File: config.mk
export PLATFORM = sky130hd
export DESIGN_NAME = i2s_fifo_port
export DESIGN_NICKNAME = d
export VERILOG_FILES = /design/src/rtl/i2s_port_pkg.sv /design/src/rtl/i2s_sfifo.sv /design/src/rtl/i2s_serdes.sv /design/src/rtl/i2s_fifo_port.sv
export SDC_FILE = /design/constraint.sdc
export NUM_CORES = 1
export LEC_CHECK = 0
export CAP_MARGIN = 20
export CELL_PAD_IN_SITES_DETAIL_PLACEMENT = 1
export CELL_PAD_IN_SITES_GLOBAL_PLACEMENT = 1
export CORE_MARGIN = 2
export CORE_UTILIZATION = 57
export DETAILED_ROUTE_END_ITERATION = 8
export PLACE_DENSITY = 0.91
export SKIP_CTS_REPAIR_TIMING = 1
export SLEW_MARGIN = 10
export SYNTH_ARGS = -nofsm -noshare
export SYNTH_HDL_FRONTEND = slang
export SYNTH_SLANG_ARGS = --single-unit
export TNS_END_PERCENT = 1
File: constraint.sdc
create_clock -name clk -period 12.5 [get_ports clk]
set_clock_uncertainty 0.15 [all_clocks]
set_input_delay 2.5 -clock clk [delete_from_list [all_inputs] [get_ports clk]]
set_output_delay 2.5 -clock clk [all_outputs]
set_load 0.01 [all_outputs]
File: src/rtl/i2s_port_pkg.sv
package i2s_port_pkg;
  localparam int unsigned SAMPLE_W = 16;
  localparam int unsigned WORD_W   = 2 * SAMPLE_W;
  localparam int unsigned DIV_W    = 10;
  localparam int unsigned WL_W     = 3;

  // register word indices (byte offset / 4)
  localparam int unsigned IDX_CTRL = 0;
  localparam int unsigned IDX_STAT = 1;
  localparam int unsigned IDX_ERR  = 2;
  localparam int unsigned IDX_DIV  = 3;
  localparam int unsigned IDX_TXD  = 4;
  localparam int unsigned IDX_RXD  = 5;

  localparam logic [DIV_W-1:0] DIV_RESET = DIV_W'(128);
  localparam logic [WL_W-1:0]  WL_RESET  = WL_W'(2);

  typedef struct packed {
    logic            codec_rst;
    logic [WL_W-1:0] rx_wl;
    logic [WL_W-1:0] tx_wl;
    logic            rx_ie;
    logic            rx_en;
    logic            tx_ie;
    logic            tx_en;
  } port_ctrl_t;
endpackage

File: src/rtl/i2s_sfifo.sv
module i2s_sfifo #(
  parameter int WIDTH = 32,
  parameter int DEPTH = 8,
  localparam int CW = $clog2(DEPTH + 1),
  localparam int PW = (DEPTH > 1) ? $clog2(DEPTH) : 1
) (
  input  logic             clk,
  input  logic             rst_n,
  input  logic             flush,
  input  logic             in_valid,
  output logic             in_ready,
  input  logic [WIDTH-1:0] in_data,
  output logic             out_valid,
  input  logic             out_ready,
  output logic [WIDTH-1:0] out_data,
  output logic [CW-1:0]    level
);
  logic [WIDTH-1:0] mem [DEPTH];
  logic [PW-1:0]    rd_ptr, wr_ptr;
  logic [CW-1:0]    cnt;
  logic             push, pop;

  function automatic logic [PW-1:0] bump(input logic [PW-1:0] p);
    return (p == PW'(DEPTH - 1)) ? '0 : p + 1'b1;
  endfunction

  assign in_ready  = cnt < CW'(DEPTH);
  assign out_valid = cnt != '0;
  assign out_data  = mem[rd_ptr];
  assign level     = cnt;
  assign push      = in_valid && in_ready && !flush;
  assign pop       = out_valid && out_ready && !flush;

  always_ff @(posedge clk or negedge rst_n) begin
    if (!rst_n) begin
      rd_ptr <= '0;
      wr_ptr <= '0;
      cnt    <= '0;
    end else if (flush) begin
      rd_ptr <= '0;
      wr_ptr <= '0;
      cnt    <= '0;
    end else begin
      if (push) wr_ptr <= bump(wr_ptr);
      if (pop)  rd_ptr <= bump(rd_ptr);
      cnt <= cnt + CW'(push) - CW'(pop);
    end
  end

  always_ff @(posedge clk) begin
    if (push) mem[wr_ptr] <= in_data;
  end


  full_hold_chk: assert property (@(posedge clk) disable iff (!rst_n)
    (in_valid && !in_ready && !out_ready && !flush) |=> level == $past(level));

  pop_shrink_chk: assert property (@(posedge clk) disable iff (!rst_n)
    (out_valid && out_ready && !in_valid && !flush) |=> level == $past(level) - 1'b1);
endmodule

File: src/rtl/i2s_serdes.sv
module i2s_serdes
  import i2s_port_pkg::*;
#(
  parameter int unsigned HALF_MIN = 8,
  localparam int unsigned IW = $clog2(WORD_W),
  localparam int unsigned BW = DIV_W - 2
) (
  input  logic              clk,
  input  logic              rst_n,
  input  logic              run_tx,
  input  logic              run_rx,
  input  logic [DIV_W-1:0]  half_len,
  input  logic              tx_valid,
  output logic              tx_ready,
  input  logic [WORD_W-1:0] tx_data,
  output logic              rx_valid,
  input  logic              rx_ready,
  output logic [WORD_W-1:0] rx_data,
  output logic              tx_underrun,
  output logic              rx_overrun,
  output logic              sck_o,
  output logic              ws_o,
  output logic              sd_o,
  input  logic              sd_i
);
  logic                active, ws;
  logic [DIV_W-1:0]    pos, last;
  logic [WORD_W-1:0]   tx_word;
  logic [SAMPLE_W-1:0] rx_shift, rx_left;
  logic [BW-1:0]       slot;
  logic                run, fetch, end_half, data_slot;
  logic [IW-1:0]       bit_idx;

  assign run       = run_tx || run_rx;
  assign last      = ((half_len < DIV_W'(HALF_MIN)) ? DIV_W'(HALF_MIN) : half_len) - 1'b1;
  assign end_half  = active && (pos >= last);
  assign fetch     = run && (!active || (end_half && ws));
  assign slot      = pos[DIV_W-1:2];
  assign data_slot = active && (slot >= BW'(1)) && (slot <= BW'(SAMPLE_W));

  assign tx_ready    = fetch && run_tx;
  assign tx_underrun = tx_ready && !tx_valid;

  // bit position inside the packed word: left half reads the upper channel
  always_comb begin
    bit_idx = '0;
    if (data_slot)
      bit_idx = ws ? IW'(SAMPLE_W - 32'(slot)) : IW'(WORD_W - 32'(slot));
  end

  assign sd_o  = data_slot && tx_word[bit_idx];
  assign sck_o = active && pos[1];
  assign ws_o  = ws;

  assign rx_valid   = run_rx && end_half && ws;
  assign rx_data    = {rx_left, rx_shift};
  assign rx_overrun = rx_valid && !rx_ready;

  always_ff @(posedge clk or negedge rst_n) begin
    if (!rst_n) begin
      active   <= 1'b0;
      ws       <= 1'b1;
      pos      <= '0;
      tx_word  <= '0;
      rx_shift <= '0;
      rx_left  <= '0;
    end else if (!run) begin
      active <= 1'b0;
      ws     <= 1'b1;
      pos    <= '0;
    end else begin
      if (fetch) tx_word <= (run_tx && tx_valid) ? tx_data : '0;
      if (!active) begin
        active <= 1'b1;
        ws     <= 1'b0;
        pos    <= '0;
      end else if (end_half) begin
        pos <= '0;
        ws  <= !ws;
        if (!ws) rx_left <= rx_shift;
      end else begin
        pos <= pos + 1'b1;
      end
      if (data_slot && pos[1:0] == 2'b10)
        rx_shift <= {rx_shift[SAMPLE_W-2:0], sd_i};
    end
  end


  ws_edge_low_chk: assert property (@(posedge clk) disable iff (!rst_n)
    (active && $past(active) && ws_o != $past(ws_o)) |-> !sck_o);

  ws_at_wrap_chk: assert property (@(posedge clk) disable iff (!rst_n)
    (active && $past(active) && pos == '0) |-> ws_o != $past(ws_o));
endmodule

File: src/rtl/i2s_fifo_port.sv
module i2s_fifo_port
  import i2s_port_pkg::*;
#(
  parameter int DEPTH  = 8,
  parameter int ADDR_W = 8,
  localparam int CW = $clog2(DEPTH + 1),
  localparam int XW = ADDR_W - 2
) (
  input  logic              clk,
  input  logic              rst_n,
  input  logic              bus_req,
  input  logic              bus_we,
  input  logic [ADDR_W-1:0] bus_addr,
  input  logic [31:0]       bus_wdata,
  output logic [31:0]       bus_rdata,
  output logic              irq_o,
  output logic              codec_rst_o,
  output logic              sck_o,
  output logic              ws_o,
  output logic              sd_o,
  input  logic              sd_i
);
  port_ctrl_t        ctrl;
  logic [DIV_W-1:0]  div_q;
  logic              err_tx, err_rx;
  logic [XW-1:0]     widx;
  logic              wr_ctrl, wr_err, wr_div, wr_txd, rd_rxd, flush;
  logic              tx_in_ready, tx_out_valid, tx_out_ready;
  logic [WORD_W-1:0] tx_out_data;
  logic              rx_in_valid, rx_in_ready, rx_out_valid;
  logic [WORD_W-1:0] rx_in_data, rx_out_data;
  logic [CW-1:0]     tx_level, rx_level;
  logic              tx_under, rx_over, tx_drop;
  logic              tx_alert, rx_alert;
  logic [5:0]        status;

  assign widx    = bus_addr[ADDR_W-1:2];
  assign wr_ctrl = bus_req && bus_we && widx == XW'(IDX_CTRL);
  assign wr_err  = bus_req && bus_we && widx == XW'(IDX_ERR);
  assign wr_div  = bus_req && bus_we && widx == XW'(IDX_DIV);
  assign wr_txd  = bus_req && bus_we && widx == XW'(IDX_TXD);
  assign rd_rxd  = bus_req && !bus_we && widx == XW'(IDX_RXD);
  assign flush   = wr_ctrl && bus_wdata[16];
  assign tx_drop = wr_txd && !tx_in_ready;

  i2s_sfifo #(.WIDTH(WORD_W), .DEPTH(DEPTH)) u_txq (
    .clk, .rst_n, .flush,
    .in_valid(wr_txd), .in_ready(tx_in_ready), .in_data(bus_wdata),
    .out_valid(tx_out_valid), .out_ready(tx_out_ready), .out_data(tx_out_data),
    .level(tx_level));

  i2s_sfifo #(.WIDTH(WORD_W), .DEPTH(DEPTH)) u_rxq (
    .clk, .rst_n, .flush,
    .in_valid(rx_in_valid), .in_ready(rx_in_ready), .in_data(rx_in_data),
    .out_valid(rx_out_valid), .out_ready(rd_rxd), .out_data(rx_out_data),
    .level(rx_level));

  i2s_serdes u_ser (
    .clk, .rst_n,
    .run_tx(ctrl.tx_en), .run_rx(ctrl.rx_en), .half_len(div_q),
    .tx_valid(tx_out_valid), .tx_ready(tx_out_ready), .tx_data(tx_out_data),
    .rx_valid(rx_in_valid), .rx_ready(rx_in_ready), .rx_data(rx_in_data),
    .tx_underrun(tx_under), .rx_overrun(rx_over),
    .sck_o, .ws_o, .sd_o, .sd_i);

  always_ff @(posedge clk or negedge rst_n) begin
    if (!rst_n) begin
      ctrl   <= '{codec_rst: 1'b0, rx_wl: WL_RESET, tx_wl: WL_RESET,
                  rx_ie: 1'b0, rx_en: 1'b0, tx_ie: 1'b0, tx_en: 1'b0};
      div_q  <= DIV_RESET;
      err_tx <= 1'b0;
      err_rx <= 1'b0;
    end else begin
      if (wr_ctrl) begin
        ctrl.codec_rst <= bus_wdata[17];
        ctrl.rx_wl     <= bus_wdata[14:12];
        ctrl.tx_wl     <= bus_wdata[10:8];
        ctrl.rx_ie     <= bus_wdata[3];
        ctrl.rx_en     <= bus_wdata[2];
        ctrl.tx_ie     <= bus_wdata[1];
        ctrl.tx_en     <= bus_wdata[0];
      end
      if (wr_div) div_q <= bus_wdata[DIV_W-1:0];
      err_tx <= (err_tx && !(wr_err && bus_wdata[0])) || tx_drop || tx_under;
      err_rx <= (err_rx && !(wr_err && bus_wdata[1])) || rx_over;
    end
  end

  assign tx_alert = (CW'(DEPTH) - tx_level) > CW'(ctrl.tx_wl);
  assign rx_alert = rx_level > CW'(ctrl.rx_wl);
  assign status   = {rx_level == CW'(DEPTH), rx_level == '0,
                     tx_level == CW'(DEPTH), tx_level == '0, rx_alert, tx_alert};
  assign irq_o       = (tx_alert && ctrl.tx_ie) || (rx_alert && ctrl.rx_ie);
  assign codec_rst_o = ctrl.codec_rst;

  always_comb begin
    bus_rdata = '0;
    case (widx)
      XW'(IDX_CTRL): bus_rdata = {14'd0, ctrl.codec_rst, 2'b00, ctrl.rx_wl, 1'b0,
                                  ctrl.tx_wl, 4'd0, ctrl.rx_ie, ctrl.rx_en,
                                  ctrl.tx_ie, ctrl.tx_en};
      XW'(IDX_STAT): bus_rdata = {26'd0, status};
      XW'(IDX_ERR):  bus_rdata = {30'd0, err_rx, err_tx};
      XW'(IDX_DIV):  bus_rdata = {{(32-DIV_W){1'b0}}, div_q};
      XW'(IDX_RXD):  bus_rdata = rx_out_valid ? rx_out_data : '0;
      default:       bus_rdata = '0;
    endcase
  end


  err_sticky_chk: assert property (@(posedge clk) disable iff (!rst_n)
    (err_tx && !(wr_err && bus_wdata[0])) |=> err_tx);

  drop_flag_chk: assert property (@(posedge clk) disable iff (!rst_n)
    (wr_txd && tx_level == CW'(DEPTH)) |=> err_tx);

  codec_pin_chk: assert property (@(posedge clk) disable iff (!rst_n)
    wr_ctrl |=> codec_rst_o == $past(bus_wdata[17]));
endmodule

==> reports/metrics.yaml <==
cp-startpoint: "bus_addr[3]"
grt_pass1_wl_um: 110000
port_buffers: 79
antenna_found_initial: 2
routedWlPerCell_um: 34.3
cts-htree-levels: 2
max-clock-path-buffers: 3
met3WireLength_um: 5940
syn_area_per_cell_sq_um: 18.3
r2r_start: "div_q[6]"
cts_buffers: 60
vias_per_cell: 6.81
nNetsFinal: 1603
gp_congestion: 0.826
synth_seq_cells: 631
ys_types: 60
rows: 77
cp_num_buf_inv: 4
wl_met2_um: 36900
routed_wl_um: 73900
grt_pass1_vias: 16200
finalSetupViolCount: 0
post-route-period-util_pct: 64.0
worstPathArrival_ns: 5.35
crit_family: "buffers and inverters"
status: "complete, no violations"
async_flop_share_pct: 18.9
yosys_most_used_dff: "edfxtp_1"
drtIter0Drc: 1842
synth_warnings: 0
setup_slack_ns: 4.50
worst_pin_slew_ns: 1.23
fin_tns_setup_ns: 0
synthToLayoutAreaGrowth_pct: 14.3
maxSlewViolCount: 0
tritoncts: "built"
required_ns: 9.85
holdWs_ns: 0.367
track_usage_pct: 32.4
max_slew_margin_pct: 17.2
synth_edf_count: 512
start_kind: "input port"
min_period_ns: 8.00
filler_cell_count: 3659
drive_above_1_share_pct: 21.9
syn-num-nets: 1495
rsz0062_at_grt: "no"
grt_start_max_net_pins: 68
dr.pass1.iters: 5
max_clock_freq_ghz: 0.125
die_y_um: 216
peakVddDrop_mv: 0.135
post-route-util_pct: 66.1
cpMaxStageDelayCell: "clkdlybuf4s50_1"
cts_sinks: 631
cts_root_buf: "clkbuf_16"
die-area_sq_um: 46700
crit_top_cell: "clkdlybuf4s50_1"
dp_hpwl_um: 37900
path_clk_slew_ns: 0.07
die_w_um: 216
ant_nets: 0
max_stage_delay_ns: 0.70
end_kind: "primary output"
drc: 0
core_sq_um: 44300
place_inst: 2041
wl_met1_um: 27700
p_leak_nw: 10.4
worstHoldStart: "u_ser.tx_word[22]"
powerDensity_nw_per_um2: 179
cap_viol_max_count: 0
yosysSeqAreaShare_pct: 71.6
worstPathMaxFanout: 33
synth_cells: 1404
instances_no_fill: 2157
critical_path_class: "in2out"
finalPower_mw: 5.24
boundaryPins: 82
num_vias: 14700
fin_area_sq_um: 29300
crit_chain: "clkdlybuf4s50_1 -> nand3b_1 -> inv_1 -> nand3_1 -> buf_4 -> o21ai_0 -> clkdlybuf4s50_1"
post-place-ws_ns: 4.71
syn-cell-area_sq_um: 25600
worstSkewPairLatency_ns: 0.67
gr-total-overflow: 0
placed_area_sq_um: 27200
hold_path.class: "reg2reg"
top_layer: "met5"
start_util_pct: 57.8
hold_violations: 0
==> worst min-delay path, stage by stage (launching register included) <==
cell and delay, ns:
dfrtp_1 0.35, nand2_1 0.06, o21ai_0 0.07
==> routing by layer <==
| layer | track usage (%) | vias up |
|---|---|---|
| met2 | 52.9 | 991 |
| met4 | 15.0 | 2 |
| met1 | 43.1 | 7711 |
| met5 | 0 | - |
| met3 | 5.66 | 242 |
| li1 | - | 5738 |
==> final timing paths <==
check | end | slack, ns | cells past startpoint
max | bus_rdata[8] | 4.50 | 7
min | u_ser.tx_word[22] | 0.37 | 2
max reg2reg | u_rxq.mem[1][30] | 6.74 | 15
min reg2reg | u_ser.tx_word[22] | 0.37 | 2
max in group asynchronous | u_txq.rd_ptr[0] | 9.12 | 2
min in group asynchronous | u_ser.rx_shift[0] | 1.71 | 1
==> where the power goes <==
part           leakage (nW)  internal, mW  switching, mW  total (mW)
clock                  1.02          1.10          0.836        1.94
combinational          2.99         0.394          0.477       0.871
sequential             6.43          2.32          0.110        2.43
==> synthesized netlist by cell type, types with 13 or more instances <==
| cell type | n | area share (%) |
|---|---|---|
| ha_1 | 44 | 2.1 |
| nor3_1 | 20 | 0.39 |
| nor2_1 | 58 | 0.85 |
| inv_1 | 26 | 0.38 |
| o21ai_0 | 57 | 1.1 |
| edfxtp_1 | 512 | 60 |
| mux2i_1 | 73 | 2.9 |
| nand2_1 | 99 | 1.4 |
| clkbuf_1 | 32 | 0.47 |
| a21oi_1 | 13 | 0.25 |
| nand2b_1 | 13 | 0.32 |
| mux2_2 | 48 | 2.1 |
| nand3_1 | 20 | 0.39 |
| mux4_2 | 131 | 12 |
| xnor2_1 | 16 | 0.55 |
| dfrtp_1 | 115 | 11 |
| buf_2 | 19 | 0.37 |
==> sequential cells by signal (all words and copies together) (netlist names) <==
| name | flops |
|---|---|
| u_txq.wr_ptr | 3 |
| u_rxq.level | 4 |
| div_q | 10 |
| u_ser.rx_shift | 16 |
| ctrl | 10 |
| u_ser.pos | 10 |
| u_txq.mem | 256 |
| err_tx | 1 |
| codec_rst_o | 1 |
| u_rxq.wr_ptr | 3 |
| u_ser.ws_o | 1 |
| u_txq.rd_ptr | 3 |
| u_rxq.mem | 256 |
| err_rx | 1 |
| u_ser.active | 1 |
| u_ser.rx_left | 16 |
| u_txq.level | 4 |
| u_ser.tx_word | 32 |
| u_rxq.rd_ptr | 3 |
==> layout make-up <==
type / instances / area (sq um) / area share [%]
Tap cell: 592 / 741 / 2.53
Clock buffer: 82 / 1660 / 5.68
Multi-Input combinational cell: 684 / 6990 / 23.8
Sequential cell: 631 / 18400 / 62.7
Inverter: 26 / 97.6 / 0.333
Antenna cell: 1 / 2.50 / 0.00854
Clock inverter: 32 / 425 / 1.45
Timing Repair Buffer: 109 / 1010 / 3.46
==> kinds of logic (layout without fill, tap and decap cells) <==
kind of cell / count (synthesis) / count (layout) / share of synthesized area, %
AO/OA/AOI/OAI: 112 / 112 / 2.63
XOR/XNOR: 26 / 26 / 0.888
adder cells (fa/ha/maj): 46 / 46 / 2.30
buffers and inverters: 89 / 249 / 1.53
flip-flops: 631 / 631 / 71.6
multiplexers: 253 / 253 / 16.5
other: 0 / 1 / 0
AND/OR/NAND/NOR: 247 / 247 / 4.51
==> layout by cell type (no fill, tap or decap), drive strengths merged, types with 3 or more instances in the layout <==
| cell | n |
|---|---|
| clkdlybuf4s50 | 78 |
| mux4 | 131 |
| buf | 31 |
| xor2 | 10 |
| a22oi | 4 |
| ha | 44 |
| inv | 26 |
| nor3b | 3 |
| nor3 | 20 |
| a211oi | 3 |
| o22ai | 5 |
| mux2i | 73 |
| a21o | 5 |
| dfstp | 4 |
| bufinv | 8 |
| or3 | 3 |
| o221ai | 3 |
| o21ai | 59 |
| and3 | 4 |
| nand3 | 20 |
| mux2 | 49 |
| o31ai | 5 |
| nand4 | 4 |
| dfrtp | 115 |
| and2 | 7 |
| nand2b | 13 |
| nor4 | 6 |
| nor2 | 58 |
| nand2 | 100 |
| edfxtp | 512 |
| clkinv | 22 |
| a21oi | 14 |
| clkbuf | 82 |
| xnor2 | 16 |
(Power assumes the default switching activity.)
